--- config.mk ---
export PLATFORM = sky130hd
export DESIGN_NAME = btb_pred
export DESIGN_NICKNAME = d
export VERILOG_FILES = /design/src/rtl/btb_pkg.sv /design/src/rtl/btb_rr.sv /design/src/rtl/btb_cam.sv /design/src/rtl/btb_hist.sv /design/src/rtl/btb_next.sv /design/src/rtl/btb_pred.sv
export SDC_FILE = /design/constraint.sdc
export NUM_CORES = 2
export LEC_CHECK = 0
export BUFFER_PORTS_ARGS = -buffer_cell sky130_fd_sc_hd__buf_2
export CAP_MARGIN = 15
export CELL_PAD_IN_SITES_DETAIL_PLACEMENT = 0
export CELL_PAD_IN_SITES_GLOBAL_PLACEMENT = 1
export CORE_UTILIZATION = 45
export DETAILED_ROUTE_END_ITERATION = 10
export PLACE_DENSITY_LB_ADDON = 0.1
export SYNTH_ARGS = -nofsm -noshare
export SYNTH_HDL_FRONTEND = slang
export SYNTH_SLANG_ARGS = --single-unit
--- constraint.sdc ---
create_clock -name clk_i -period 4.02 [get_ports clk_i]
set_input_delay 0.402 -clock clk_i [delete_from_list [all_inputs] [get_ports clk_i]]
set_output_delay 0.402 -clock clk_i [all_outputs]
set_load 0.02 [all_outputs]
--- src/rtl/btb_pkg.sv ---
package btb_pkg;

  typedef enum logic [1:0] {
    POL_IMPLICIT = 2'd0,
    POL_HIT_TGT  = 2'd1,
    POL_GATED    = 2'd2,
    POL_SPARE    = 2'd3
  } policy_e;

  localparam logic [1:0] CTR_WEAK_NT = 2'd1;
  localparam logic [1:0] CTR_WEAK_T  = 2'd2;

  function automatic logic [1:0] ctr_step(input logic [1:0] c, input logic taken);
    logic [1:0] n;
    n = c;
    if (taken && c != 2'd3) n = c + 2'd1;
    else if (!taken && c != 2'd0) n = c - 2'd1;
    return n;
  endfunction

  function automatic logic ctr_says_taken(input logic [1:0] c);
    return c[1];
  endfunction

endpackage

--- src/rtl/btb_rr.sv ---
module btb_rr #(
  parameter int ENTRIES = 8,
  localparam int IDX_W  = $clog2(ENTRIES)
) (
  input  logic             clk_i,
  input  logic             rst_ni,
  input  logic             adv_i,
  output logic [IDX_W-1:0] ptr_o
);
  always_ff @(posedge clk_i or negedge rst_ni) begin
    if (!rst_ni)    ptr_o <= '0;
    else if (adv_i) ptr_o <= (ptr_o == IDX_W'(ENTRIES - 1)) ? '0 : ptr_o + 1'b1;
  end
endmodule

--- src/rtl/btb_cam.sv ---
module btb_cam
  import btb_pkg::*;
#(
  parameter int ADDR_W  = 32,
  parameter int ENTRIES = 8,
  localparam int IDX_W  = $clog2(ENTRIES)
) (
  input  logic              clk_i,
  input  logic              rst_ni,
  input  logic [ADDR_W-1:0] look_addr_i,
  output logic [ENTRIES-1:0] look_match_o,
  output logic              look_hit_o,
  output logic [ADDR_W-1:0] look_tgt_o,
  output logic [1:0]        look_ctr_o,
  input  logic              upd_valid_i,
  input  logic [ADDR_W-1:0] upd_pc_i,
  input  logic              upd_taken_i,
  input  logic [ADDR_W-1:0] upd_target_i,
  input  logic [IDX_W-1:0]  alloc_idx_i,
  output logic              alloc_o
);
  logic [ENTRIES-1:0] vld_q;
  logic [ADDR_W-1:0]  pc_q  [ENTRIES];
  logic [ADDR_W-1:0]  tgt_q [ENTRIES];
  logic [1:0]         ctr_q [ENTRIES];
  logic [ENTRIES-1:0] upd_match;
  logic               upd_hit;

  assign upd_hit = |upd_match;
  assign alloc_o = upd_valid_i && !upd_hit && upd_taken_i;

  for (genvar g = 0; g < ENTRIES; g++) begin : g_ent
    logic wr_hit, wr_new;
    assign look_match_o[g] = vld_q[g] && (pc_q[g] == look_addr_i);
    assign upd_match[g]    = vld_q[g] && (pc_q[g] == upd_pc_i);
    assign wr_hit = upd_valid_i && upd_match[g];
    assign wr_new = alloc_o && (alloc_idx_i == IDX_W'(g));

    always_ff @(posedge clk_i or negedge rst_ni) begin
      if (!rst_ni) begin
        vld_q[g] <= 1'b0;
        pc_q[g]  <= '0;
        tgt_q[g] <= '0;
        ctr_q[g] <= '0;
      end else if (wr_hit) begin
        ctr_q[g] <= ctr_step(ctr_q[g], upd_taken_i);
        if (upd_taken_i) tgt_q[g] <= upd_target_i;
      end else if (wr_new) begin
        vld_q[g] <= 1'b1;
        pc_q[g]  <= upd_pc_i;
        tgt_q[g] <= upd_target_i;
        ctr_q[g] <= CTR_WEAK_T;
      end
    end
  end

  // at most one match, so an OR-reduction acts as the mux
  always_comb begin
    look_tgt_o = '0;
    look_ctr_o = '0;
    for (int i = 0; i < ENTRIES; i++) begin
      if (look_match_o[i]) begin
        look_tgt_o = look_tgt_o | tgt_q[i];
        look_ctr_o = look_ctr_o | ctr_q[i];
      end
    end
  end
  assign look_hit_o = |look_match_o;
endmodule

--- src/rtl/btb_hist.sv ---
module btb_hist
  import btb_pkg::*;
#(
  parameter int ADDR_W      = 32,
  parameter int DEPTH       = 16,
  parameter int INSTR_BYTES = 4,
  localparam int HIDX_W     = $clog2(DEPTH),
  localparam int OFF_W      = $clog2(INSTR_BYTES)
) (
  input  logic              clk_i,
  input  logic              rst_ni,
  input  logic [ADDR_W-1:0] rd_addr_i,
  output logic              rd_taken_o,
  output logic [ADDR_W-1:0] rd_tgt_o,
  input  logic              wr_valid_i,
  input  logic [ADDR_W-1:0] wr_addr_i,
  input  logic              wr_taken_i,
  input  logic [ADDR_W-1:0] wr_tgt_i
);
  logic [1:0]        ctr_q [DEPTH];
  logic [ADDR_W-1:0] tgt_q [DEPTH];
  logic [HIDX_W-1:0] rd_idx, wr_idx;

  assign rd_idx = rd_addr_i[OFF_W +: HIDX_W];
  assign wr_idx = wr_addr_i[OFF_W +: HIDX_W];

  for (genvar g = 0; g < DEPTH; g++) begin : g_slot
    always_ff @(posedge clk_i or negedge rst_ni) begin
      if (!rst_ni) begin
        ctr_q[g] <= CTR_WEAK_NT;
        tgt_q[g] <= '0;
      end else if (wr_valid_i && wr_idx == HIDX_W'(g)) begin
        ctr_q[g] <= ctr_step(ctr_q[g], wr_taken_i);
        if (wr_taken_i) tgt_q[g] <= wr_tgt_i;
      end
    end
  end

  assign rd_taken_o = ctr_says_taken(ctr_q[rd_idx]);
  assign rd_tgt_o   = tgt_q[rd_idx];
endmodule

--- src/rtl/btb_next.sv ---
module btb_next
  import btb_pkg::*;
#(
  parameter int ADDR_W      = 32,
  parameter int INSTR_BYTES = 4
) (
  input  policy_e           policy_i,
  input  logic [ADDR_W-1:0] fetch_addr_i,
  input  logic              hit_i,
  input  logic [ADDR_W-1:0] hit_tgt_i,
  input  logic [1:0]        hit_ctr_i,
  input  logic              hist_taken_i,
  input  logic [ADDR_W-1:0] hist_tgt_i,
  output logic [ADDR_W-1:0] next_addr_o
);
  logic [ADDR_W-1:0] seq_addr;
  assign seq_addr = fetch_addr_i + ADDR_W'(INSTR_BYTES);

  always_comb begin
    next_addr_o = seq_addr;
    unique case (policy_i)
      POL_HIT_TGT: begin
        if (hit_i)             next_addr_o = hit_tgt_i;
        else if (hist_taken_i) next_addr_o = hist_tgt_i;
      end
      POL_GATED: begin
        if (hit_i && ctr_says_taken(hit_ctr_i)) next_addr_o = hit_tgt_i;
      end
      default: begin
        if (hit_i) next_addr_o = hit_tgt_i;
      end
    endcase
  end
endmodule

--- src/rtl/btb_pred.sv ---
module btb_pred
  import btb_pkg::*;
#(
  parameter int ADDR_W      = 32,
  parameter int ENTRIES     = 8,
  parameter int HIST_DEPTH  = 16,
  parameter int INSTR_BYTES = 4,
  localparam int IDX_W      = $clog2(ENTRIES)
) (
  input  logic              clk_i,
  input  logic              rst_ni,
  input  logic [1:0]        policy_i,
  input  logic [ADDR_W-1:0] fetch_addr_i,
  output logic [ADDR_W-1:0] next_addr_o,
  output logic              hit_o,
  input  logic              upd_valid_i,
  input  logic [ADDR_W-1:0] upd_pc_i,
  input  logic              upd_taken_i,
  input  logic [ADDR_W-1:0] upd_target_i
);
  logic [ENTRIES-1:0] look_match;
  logic [ADDR_W-1:0]  hit_tgt, hist_tgt;
  logic [1:0]         hit_ctr;
  logic               hist_taken, alloc;
  logic [IDX_W-1:0]   rr_ptr;

  btb_cam #(.ADDR_W(ADDR_W), .ENTRIES(ENTRIES)) u_cam (
    .clk_i, .rst_ni,
    .look_addr_i  (fetch_addr_i),
    .look_match_o (look_match),
    .look_hit_o   (hit_o),
    .look_tgt_o   (hit_tgt),
    .look_ctr_o   (hit_ctr),
    .upd_valid_i, .upd_pc_i, .upd_taken_i, .upd_target_i,
    .alloc_idx_i  (rr_ptr),
    .alloc_o      (alloc)
  );

  btb_rr #(.ENTRIES(ENTRIES)) u_rr (
    .clk_i, .rst_ni, .adv_i(alloc), .ptr_o(rr_ptr)
  );

  btb_hist #(.ADDR_W(ADDR_W), .DEPTH(HIST_DEPTH), .INSTR_BYTES(INSTR_BYTES)) u_hist (
    .clk_i, .rst_ni,
    .rd_addr_i  (fetch_addr_i),
    .rd_taken_o (hist_taken),
    .rd_tgt_o   (hist_tgt),
    .wr_valid_i (upd_valid_i),
    .wr_addr_i  (upd_pc_i),
    .wr_taken_i (upd_taken_i),
    .wr_tgt_i   (upd_target_i)
  );

  btb_next #(.ADDR_W(ADDR_W), .INSTR_BYTES(INSTR_BYTES)) u_next (
    .policy_i     (policy_e'(policy_i)),
    .fetch_addr_i,
    .hit_i        (hit_o),
    .hit_tgt_i    (hit_tgt),
    .hit_ctr_i    (hit_ctr),
    .hist_taken_i (hist_taken),
    .hist_tgt_i   (hist_tgt),
    .next_addr_o
  );
endmodule

==> out/metrics.csv <==
stage,metric,value,unit
floorplan,floorplan.initialDensity,0.455,
sta,tightest_slew,918,ps
clock_network,clk_pin_slew_worst_paths,70,ps
sta,hold-worst-slack,64.4,ps
sta,setup_ws,-44.0,ps
sta,finalHoldViolations,0,
clock_network,cts_num_sinks,1083,
routing,vias,40142,
setup_path,worstSetupStartpointType,flop,
sta,grt_setup_unrepaired,yes,
yosys,cell_taking_the_most_area_after_synthesis,sky130_fd_sc_hd__dfrtp_1,
global_routing,grt_total_usage,0.331,
setup_path,path_cells,xnor2_1 > nand3_1 > nor4_4 > buf_4 > nand4_1 > o2111ai_4 > or2_4 > buf_12 > buf_12 > buf_16 > mux2i_2 > o22ai_2 > buf_6,
routing,detail_route.drc_violations,20,
global_routing,via_count_of_the_first_global_routing_pass,40586,
placed_design,detailedPlace.worstSlack,-615,ps
yosys,synth_nets,4659,
clock_network,cts_tree,yes,
sta,final_min_period_over_clock_period,1.01,
pwr,p_leak,29.4,nW
yosys,synthesis.instances,4548,
yosys,postSynth.topFlopCell,sky130_fd_sc_hd__dfrtp_1,
sta,final.setup_skew,23.3,ps
floorplan,std_cell_rows,129,
routing,detail-route-antenna-nets,0,
pwr,power.density_cell_area,605,mW/mm2
yosys,seq_area_frac_synth,0.481,
run_status,run_status,finished with violations,
setup_path,worstPathRequired,3620,ps
yosys,syn-mean-instance-area,12.4,um2
cells_and_area,layout-area-overhead-vs-synth,19.8,%
pwr,vdd_drop_max,0.405,mV
worst_hold_path,class_of_the_most_critical_hold_timing_path,input port to flop,
run_status,violations_in_the_final_reports,"design-rule violations, negative setup slack",
setup_path,timing.critical_path.mode_cell,sky130_fd_sc_hd__buf_12,
yosys,ys.warnings.count,0,
floorplan,fp.dieH,356,um
yosys,post_synth_instance_area,0.0564,mm2
global_routing,grt_max_degree,109,
sta,setup_viol,10,
floorplan,dieArea,0.127,mm2
yosys,ys_top_cells_by_area,"sky130_fd_sc_hd__dfrtp_1, sky130_fd_sc_hd__mux2_2, sky130_fd_sc_hd__mux4_2",
setup_path,critical_path.endpoint_type,primary output,
routing,drt_iter0_drc,3918,
clock_network,clockRootBuffer,sky130_fd_sc_hd__clkbuf_16,
clock_network,number_of_buffers_created_by_cts,118,
setup_path,worst_path_max_delay_cell,sky130_fd_sc_hd__dfrtp_1,
yosys,yosys.area.top_type_share,0.473,
placed_design,sum_of_net_half_perimeters_after_detailed_placement,143,mm
placed_design,number_of_port_buffers,134,
sta,period_needed,4060,ps
global_routing,grt_antenna_before_repair,7,
yosys,synthArstFlopShare,1.00,
floorplan,pin_count,135,
routing,post_drt_via_cell_ratio,6.09,
sta,maxSlewViolCount,0,
routing,detail_route.first_pass.iterations,11,
cells_and_area,drive_gt1_frac,0.442,
clock_network,clk_path_buf_depth,3,
clock_network,clk_latency,770,ps
routing,finalWirelength,209,mm
yosys,synth.lib_cells_used.distinct,72,
global_routing,overflow,0,
setup_path,crit_path_max_fanout,7,
setup_path,timing.setup.critical_path_class,flop to primary output,
cells_and_area,final-instance-count-excl-fill,6596,
placed_design,dp_cells,6320,
yosys,ys_ff_latch,1083,
routing,route.detailed.wl_per_inst,31.7,um
cells_and_area,finalNetCount,4972,
sta,relSlewSlack,0.382,
floorplan,fp.coreArea,0.124,mm2
yosys,edff_count_synth,0,
global_routing,grt_first_pass_wirelength,300,mm
placed_design,gpl.final_weighted_congestion,0.999,
sta,fmax,246,MHz
flow_run,timing.max_cap.violations,0,
cells_and_area,layout.core_utilization,0.545,
clock_network,h-tree-depth,3,
setup_path,timing.critical_path.arrival,3660,ps
floorplan,dieWidth,356,um
setup_path,critical-path-max-stage-delay,450,ps
-- routing by layer --
metal  up-vias  GRT usage  share of wire
met5         -          0       0.000086
met4         4      0.136          0.044
met3       376     0.0411          0.054
met2      1352      0.536           0.47
met1     21335      0.451           0.43
li1      17075          -              -
-- report_power, final --
part | internal (mW) | total, mW | switching, mW | leakage, nW
Clock | 6.67 | 11.5 | 4.79 | 1.98
Sequential | 14.6 | 17.9 | 3.29 | 13.5
Combinational | 6.47 | 11.6 | 5.08 | 14.0
-- cells in the final DEF (no fill, tap or decap), drive strengths merged, types with 21 or more instances in the layout --
master,n
inv,53
dfrtp,1067
clkinv,21
nand2,374
nor2,65
nor3,42
a22oi,85
xor2,201
clkbuf,175
o22ai,26
mux4,156
nand4,186
o21ai,77
a22o,39
a21oi,43
mux2,965
nand2b,33
and2,24
buf,570
nand3,78
xnor2,338
nor4,78
mux2i,33
-- worst max-delay path, delay by kind of cell, from the launching register on --
family	cells	cell delay (ps)
AND/OR/NAND/NOR	4	950
multiplexers	1	220
flip-flops	1	450
buffers and inverters	5	730
AO/OA/AOI/OAI	2	280
XOR/XNOR	1	260
-- path summary, 6_finish.rpt --
kind / from / to / slack, ps / cells past startpoint
setup reg to reg: u_cam.pc_q[228] / u_cam.tgt_q[246] / 480 / 13
setup / recovery: u_cam.pc_q[146] / next_addr_o[15] / -40 / 13
min in group asynchronous: rst_ni / u_cam.pc_q[198] / 270 / 2
hold reg to reg: u_hist.tgt_q[384] / u_hist.tgt_q[384] / 470 / 2
max in group asynchronous: rst_ni / u_hist.tgt_q[66] / 2520 / 3
hold / removal: upd_target_i[16] / u_hist.tgt_q[208] / 60 / 3
-- synth_stat cells (all sizes together), types with 4 or more instances --
master,instances
dfrtp,1067
mux2,965
nand2,374
xnor2,338
buf,246
xor2,201
nand4,186
mux4,156
clkbuf,134
a22oi,85
nand3,78
nor4,78
o21ai,77
nor2,65
inv,51
a21oi,43
nor3,42
a22o,39
mux2i,33
nand2b,33
o22ai,26
and2,24
and3,20
or2,18
dfstp,16
o2111ai,15
o211ai,13
or3,11
or4,11
and4,10
a221o,9
ha,9
nor2b,9
a32o,6
nor4b,5
o31ai,5
nand4b,4
o21a,4
o21ba,4
o32ai,4
o41ai,4
-- cells by family (layout without fill, tap and decap cells) --
logic type                 after synthesis  after routing  synth area share
AOI/OAI and AO/OA                      359            359            0.0452
xor gates and xnor gates               539            539            0.0836
adders and majority gates                9              9           0.00200
buffers and inverters                  431            838            0.0371
DFF                                   1083           1083             0.481
muxes                                 1154           1154             0.263
other                                    0              4                 0
and+or+nand+nor                        973            973            0.0889
-- final cells by class --
| class | count | area, um2 |
|---|---|---|
| Timing Repair Buffer | 573 | 5430 |
| Antenna cell | 4 | 10.0 |
| Sequential cell | 1083 | 27100 |
| Tap cell | 1637 | 2050 |
| Clock buffer | 174 | 3460 |
| Multi-Input combinational cell | 3034 | 28700 |
| Clock inverter | 40 | 603 |
| Fill cell | 10688 | 56500 |
| Inverter | 51 | 194 |
-- through the flow --
stage               power, mW  TNS (ps)  cell area, um2
CTS                      40.6      -111           66700
detailed placement       28.5     -3420           61400
floorplan                24.6         0           56400
finish                   40.9      -199           67600
global placement         28.3     -3890           61400
global route             42.7     -1100           67600
-- registers in the layout, summed over array words and instances (netlist names) --
register,count
u_cam.vld_q,8
u_cam.pc_q,256
u_cam.ctr_q,16
u_hist.ctr_q,32
u_hist.tgt_q,512
u_cam.tgt_q,256
u_rr.ptr_o,3
-- repair_timing --
| item | CTS | global route |
|---|---|---|
| buffers inserted | 30 | 30 |
| cloned | 1 | 1 |
| endpoints found under the setup margin | 32 | 32 |
| hold buffers | 2 | 0 |
| gates resized for setup | 195 | 129 |
| endpoints found under the hold margin | 49 | 0 |
| pin swaps | 67 | 61 |
(Power assumes the default switching activity.)
